## src/rtl/fmb_pkg.sv

```systemverilog
package fmb_pkg;

    typedef enum logic [1:0] {
        FMB_NORMAL = 2'd0,
        FMB_ENTER  = 2'd1,
        FMB_FLASH  = 2'd2,
        FMB_EXIT   = 2'd3
    } fmb_state_e;

    typedef struct packed {
        logic hreset_n;
        logic pins_hiz;
        logic park;
        logic remap;
        logic ready;
        logic xfer_block;
    } fmb_ctl_t;

    localparam int FMB_MIN_SETTLE = 4;
    localparam logic [7:0] FMB_LANE0 = 8'h01;
    localparam logic [7:0] FMB_LANES = 8'hFF;

    function automatic fmb_ctl_t fmb_decode(fmb_state_e st);
        fmb_ctl_t c;
        c.hreset_n   = (st == FMB_NORMAL);
        c.pins_hiz   = (st != FMB_NORMAL);
        c.park       = (st == FMB_FLASH);
        c.remap      = (st == FMB_FLASH);
        c.ready      = (st == FMB_FLASH);
        c.xfer_block = (st == FMB_ENTER) || (st == FMB_EXIT);
        return c;
    endfunction

endpackage

```

## src/rtl/fmb_sync.sv

```systemverilog
module fmb_sync #(
    parameter int STAGES = 2,
    parameter logic RST_VAL = 1'b1
) (
    input  logic clk,
    input  logic rst,
    input  logic d_async,
    output logic q_sync
);
    logic [STAGES-1:0] chain;

    always_ff @(posedge clk) begin
        if (rst) chain <= {STAGES{RST_VAL}};
        else     chain <= {chain[STAGES-2:0], d_async};
    end

    assign q_sync = chain[STAGES-1];
endmodule

```

## src/rtl/fmb_seq.sv

```systemverilog
module fmb_seq
    import fmb_pkg::*;
#(
    parameter int SETTLE_CYC = 6,
    parameter int HOLD_CYC   = 10
) (
    input  logic     clk,
    input  logic     rst,
    input  logic     req,
    output fmb_ctl_t ctl
);
    localparam int SETTLE_EFF = (SETTLE_CYC < FMB_MIN_SETTLE) ? FMB_MIN_SETTLE : SETTLE_CYC;
    localparam int HOLD_EFF   = (HOLD_CYC < 1) ? 1 : HOLD_CYC;
    localparam int CNT_MAX    = (SETTLE_EFF > HOLD_EFF) ? SETTLE_EFF : HOLD_EFF;
    localparam int CNT_W      = $clog2(CNT_MAX + 1);
    localparam logic [CNT_W-1:0] SETTLE_LAST = CNT_W'(SETTLE_EFF - 1);
    localparam logic [CNT_W-1:0] HOLD_LAST   = CNT_W'(HOLD_EFF - 1);

    fmb_state_e       state, state_nx;
    logic [CNT_W-1:0] cnt, cnt_nx;

    always_comb begin
        state_nx = state;
        cnt_nx   = '0;
        unique case (state)
            FMB_NORMAL: if (req) state_nx = FMB_ENTER;
            FMB_ENTER: begin
                if (!req)                    state_nx = FMB_EXIT;
                else if (cnt == SETTLE_LAST) state_nx = FMB_FLASH;
                else                         cnt_nx   = cnt + 1'b1;
            end
            FMB_FLASH: if (!req) state_nx = FMB_EXIT;
            FMB_EXIT: begin
                if (cnt == HOLD_LAST) state_nx = FMB_NORMAL;
                else                  cnt_nx   = cnt + 1'b1;
            end
            default: state_nx = FMB_NORMAL;
        endcase
    end

    always_ff @(posedge clk) begin
        if (rst) begin
            state <= FMB_NORMAL;
            cnt   <= '0;
        end else begin
            state <= state_nx;
            cnt   <= cnt_nx;
        end
    end

    assign ctl = fmb_decode(state);
endmodule

```

## src/rtl/fmb_remap.sv

```systemverilog
module fmb_remap
    import fmb_pkg::*;
#(
    parameter int HADDR_W = 32,
    parameter int FADDR_W = 22,
    parameter int REMAP_LSB = 22,
    parameter logic [HADDR_W-1:0] WIN_BASE = 32'hFE00_0000,
    parameter logic [HADDR_W-1:0] WIN_MASK = 32'hFE00_0000
) (
    input  fmb_ctl_t             ctl,
    input  logic [HADDR_W-1:3]   host_addr,
    input  logic                 host_cyc,
    input  logic [FADDR_W-1:0]   cpu_addr,
    input  logic                 cpu_flash_cs_n,
    output logic [FADDR_W-1:0]   flash_addr,
    output logic                 flash_cs_n,
    output logic [7:0]           flash_lane_en
);
    logic [HADDR_W-1:0] host_full;
    logic               in_window;
    logic [FADDR_W-1:0] remapped;

    assign host_full = {host_addr, 3'b000};
    assign in_window = ((host_full & WIN_MASK) == WIN_BASE);
    assign remapped  = {host_addr[FADDR_W-1:3], host_addr[REMAP_LSB+2:REMAP_LSB]};

    always_comb begin
        if (ctl.remap) begin
            flash_addr    = remapped;
            flash_cs_n    = !(host_cyc && in_window);
            flash_lane_en = FMB_LANE0;
        end else if (ctl.xfer_block) begin
            flash_addr    = cpu_addr;
            flash_cs_n    = 1'b1;
            flash_lane_en = FMB_LANES;
        end else begin
            flash_addr    = cpu_addr;
            flash_cs_n    = cpu_flash_cs_n;
            flash_lane_en = FMB_LANES;
        end
    end
endmodule

```

## src/rtl/flash_mode_bridge.sv

```systemverilog
module flash_mode_bridge
    import fmb_pkg::*;
#(
    parameter int HADDR_W    = 32,
    parameter int FADDR_W    = 22,
    parameter int SETTLE_CYC = 6,
    parameter int HOLD_CYC   = 10,
    parameter logic [HADDR_W-1:0] WIN_BASE = 32'hFE00_0000,
    parameter logic [HADDR_W-1:0] WIN_MASK = 32'hFE00_0000
) (
    input  logic                 clk,
    input  logic                 rst,
    input  logic                 mode_req_n,
    input  logic [HADDR_W-1:3]   host_addr,
    input  logic                 host_cyc,
    input  logic [FADDR_W-1:0]   cpu_addr,
    input  logic                 cpu_flash_cs_n,
    output logic                 cpu_hreset_n,
    output logic                 cpu_pins_hiz,
    output logic                 bus_park_host,
    output logic [FADDR_W-1:0]   flash_addr,
    output logic                 flash_cs_n,
    output logic [7:0]           flash_lane_en,
    output logic                 flash_mode_ready
);
    localparam int REMAP_LSB = 22;

    logic     req_n_sync;
    fmb_ctl_t ctl;

    fmb_sync #(.STAGES(2), .RST_VAL(1'b1)) u_sync (
        .clk     (clk),
        .rst     (rst),
        .d_async (mode_req_n),
        .q_sync  (req_n_sync)
    );

    fmb_seq #(.SETTLE_CYC(SETTLE_CYC), .HOLD_CYC(HOLD_CYC)) u_seq (
        .clk (clk),
        .rst (rst),
        .req (!req_n_sync),
        .ctl (ctl)
    );

    fmb_remap #(
        .HADDR_W   (HADDR_W),
        .FADDR_W   (FADDR_W),
        .REMAP_LSB (REMAP_LSB),
        .WIN_BASE  (WIN_BASE),
        .WIN_MASK  (WIN_MASK)
    ) u_remap (
        .ctl            (ctl),
        .host_addr      (host_addr),
        .host_cyc       (host_cyc),
        .cpu_addr       (cpu_addr),
        .cpu_flash_cs_n (cpu_flash_cs_n),
        .flash_addr     (flash_addr),
        .flash_cs_n     (flash_cs_n),
        .flash_lane_en  (flash_lane_en)
    );

    assign cpu_hreset_n     = ctl.hreset_n;
    assign cpu_pins_hiz     = ctl.pins_hiz;
    assign bus_park_host    = ctl.park;
    assign flash_mode_ready = ctl.ready;
endmodule

```

## config.mk

```make
export PLATFORM = sky130hd
export DESIGN_NAME = flash_mode_bridge
export DESIGN_NICKNAME = d
export VERILOG_FILES = /design/src/rtl/fmb_pkg.sv /design/src/rtl/fmb_sync.sv /design/src/rtl/fmb_seq.sv /design/src/rtl/fmb_remap.sv /design/src/rtl/flash_mode_bridge.sv
export SDC_FILE = /design/constraint.sdc
export NUM_CORES = 1
export LEC_CHECK = 0
export BUFFER_PORTS_ARGS = -buffer_cell sky130_fd_sc_hd__buf_2
export CAP_MARGIN = 20
export CORE_MARGIN = 5
export CORE_UTILIZATION = 25
export CTS_CLUSTER_SIZE = 28
export DETAILED_ROUTE_END_ITERATION = 8
export MAX_ROUTING_LAYER = met4
export PLACE_DENSITY = 0.65
export SLEW_MARGIN = 20
export SYNTH_ARGS = -nofsm -noshare
export SYNTH_HDL_FRONTEND = slang
export SYNTH_SLANG_ARGS = --single-unit
```

## constraint.sdc

```tcl
create_clock -name clk -period 2.13 [get_ports clk]
set_clock_uncertainty 0.05 [all_clocks]
set_input_delay 0 -clock clk [delete_from_list [all_inputs] [get_ports clk]]
set_output_delay 0 -clock clk [all_outputs]
set_load 0.005 [all_outputs]
```

==> flow_summary.ini <==
[global_route]
use_met1_pct = 10.37
grt_usage_pct = 11.54
grt_use_met2_pct = 22.28
grt_overflow = 0
met3_usage_pct = 3.912
grt_antenna_before_repair = 0
grt_max_degree = 26
grt_pass1_wl_um = 3767
busiest_layer = met2
grt_pass1_vias = 815

[clocking]
clkTransAtPathRegs_ps = 50
worstSkewPairLatency_ps = 250
cts_tree = built
htreeDepth = 1
ctsResizeCount = 0
clock_sink_count = 8
cts_setup_buffers = 0
holdBufCountCts = 3
cts_buffer_depth = 2
numCtsBuffers = 3
clock-root-buffer = clkbuf_4

[timing]
rsz0062_at_grt = false
worst_slack_ps = 383.4
hold_viol = 0
timing.final.max_slew_violations = 0
setup_viol = 0
fin_crit_sh_pct = 82.00
tns_ps = 0
fmax_ghz = 0.5725
fin_crit_ps = 1747

[yosys]
syn-num-nets = 146
yosysWarnings = 0
ys_types = 24
seq_area_frac_synth_pct = 20.55
synth_flop_cell = dfxtp_1
yosysTopAreaCellShare_pct = 31.78
ys_seq_elements = 8
netlist_instances = 84
synth_area_leaders = mux2_2 (32%), dfxtp_1 (21%), ha_1 (9.6%), buf_4 (7.7%), nor2_1 (4.3%)
synth_area_leader_cell = mux2_2
async_flop_share_pct = 0
synth.avg_cell_area_um2 = 9.280
syn_area_um2 = 779.5
synth_edf_count = 0

[setup_path]
end_kind = primary output
cp-startpoint = u_seq.state[0]
path_buf_inv = 3
cpPeakStageDelay_ps = 390
reg2reg_from = u_seq.state[1]
cp_data_required_time_ps = 2080
cpLargestDelayFamily = buffers and inverters
worstPathArrival_ps = 1700
worst_setup_path_start_kind = register
path_class = reg2out
cpMaxStageDelayCell = mux2_2
crit_chain = inv_1, ha_1, buf_4, mux2_2, buf_2
critPathMaxFanout = 25

[route]
first_iter_violations = 10
vias_per_cell = 4.210
drc_errors = 0
ant_nets = 0
wl_per_cell_um = 12.89
wirelength_um = 2758
dr.pass1.iters = 3
vias = 901

[power]
p_sw_share_pct = 35.75
vdd_ir_drop_max_v = 0.0003572
seqPwrFrac_pct = 22.4
power_leakage_nw = 0.6410
clkPwrFrac_pct = 14.2
p_sw_mw = 0.2861
combPwrFrac_pct = 63.4
power_density_nw_per_um2 = 628.2
p_int_mw = 0.5142

[final_layout]
num_antenna_cells = 0
fin_area_um2 = 1274
nets = 234
drive_gt1_share_pct = 71.18
post-route-util_pct = 42.07
area_growth_pct = 63.40

[place]
place_ws_ps = 379.4
place_area_um2 = 1221
io_buffers = 89
gp_congestion = 0.7331
hpwl_um = 2441

[outcome]
outcome = completed

[floorplan]
die_h_um = 65.84
die-area_um2 = 4335
initial_core_util_pct = 25.74
die_width_um = 65.84
design.core.area_um2 = 3028
fp-row-count = 20
io_pins = 91

[worst_hold_path]
hold_path.class = in2out
hp-start = cpu_addr[10]

[flow_run]
drv_cap = 0
-- kinds of logic after synthesis --
group | after synthesis | synth area share, %
xor+xnor | 2 | 2.248
fa+ha+maj | 6 | 9.631
flops | 8 | 20.55
compound gates | 5 | 4.815
mux | 24 | 34.51
simple gates | 22 | 15.89
other cells | 1 | 0.4811
buf+inv | 16 | 11.88
-- metrics by stage --
| step | hold slack (ps) | instances | power [mW] |
|---|---|---|---|
| 2_1_floorplan | 53.81 | 84 | 0.5107 |
| 3_3_place_gp | 137.0 | 208 | 0.6889 |
| 3_5_place_dp | 136.4 | 208 | 0.6907 |
| 4_1_cts | 246.6 | 214 | 0.8147 |
| 5_1_grt | 249.4 | 214 | 0.8680 |
| 6_report | 244.0 | 214 | 0.8002 |
-- worst paths after layout --
check                         end  slack [ps]  cells after the start
setup reg to reg   u_seq.state[0]         400                      6
hold / removal     flash_addr[10]         240                      3
hold reg to reg   u_sync.chain[1]         360                      1
setup / recovery    flash_addr[4]         380                      5
-- final cells by class --
class,instances,area (um^2)
Clock buffer,3,22.52
Fill cell,317,1754
Inverter,5,18.77
Multi-Input combinational cell,60,526.8
Sequential cell,8,160.2
Tap cell,44,55.05
Timing Repair Buffer,94,490.5
-- worst min-delay path: cells and delay by family --
kind | cells | cell delay (ps)
buffers and inverters | 2 | 170
muxes | 1 | 120
-- placed cells by master (no fill, tap or decap), drive strengths merged --
| cell | n |
|---|---|
| ha | 6 |
| dlygate4sd3 | 3 |
| clkbuf | 3 |
| nand2b | 3 |
| nor3 | 1 |
| xnor2 | 1 |
| nor2 | 9 |
| a21oi | 3 |
| conb | 1 |
| nand3 | 3 |
| a221oi | 1 |
| nand4b | 1 |
| mux2 | 23 |
| buf | 91 |
| xor2 | 1 |
| and3b | 1 |
| mux2i | 1 |
| o21bai | 1 |
| or2 | 2 |
| inv | 5 |
| nand4 | 2 |
| dfxtp | 8 |
-- synthesized netlist by cell type, types with 2 or more instances --
cell type,count
nor2_1,9
a21oi_1,3
buf_2,2
nand2b_1,2
or2_2,2
mux2_2,22
nand4_1,2
buf_4,8
ha_1,6
nand3_1,3
inv_1,5
dfxtp_1,8
-- per-layer routing --
metal	wire [um]	vias to the layer above
li1	-	451
met1	900	394
met2	1429	53
met3	399	3
met4	30	0
met5	0	-
-- power groups by stage --
stage / logic (mW) / registers [mW] / clock network (mW)
finish: 0.508 / 0.179 / 0.113
global route: 0.556 / 0.183 / 0.129
CTS: 0.514 / 0.180 / 0.121
detailed placement: 0.508 / 0.183 / 0
global placement: 0.507 / 0.182 / 0
floorplan: 0.331 / 0.179 / 0
-- registers in the layout, indices dropped and copies added, names as in the netlist --
name          cells
u_sync.chain      2
u_seq.state       2
u_seq.cnt         4
No activity file was read; power rests on OpenSTA's default activity.
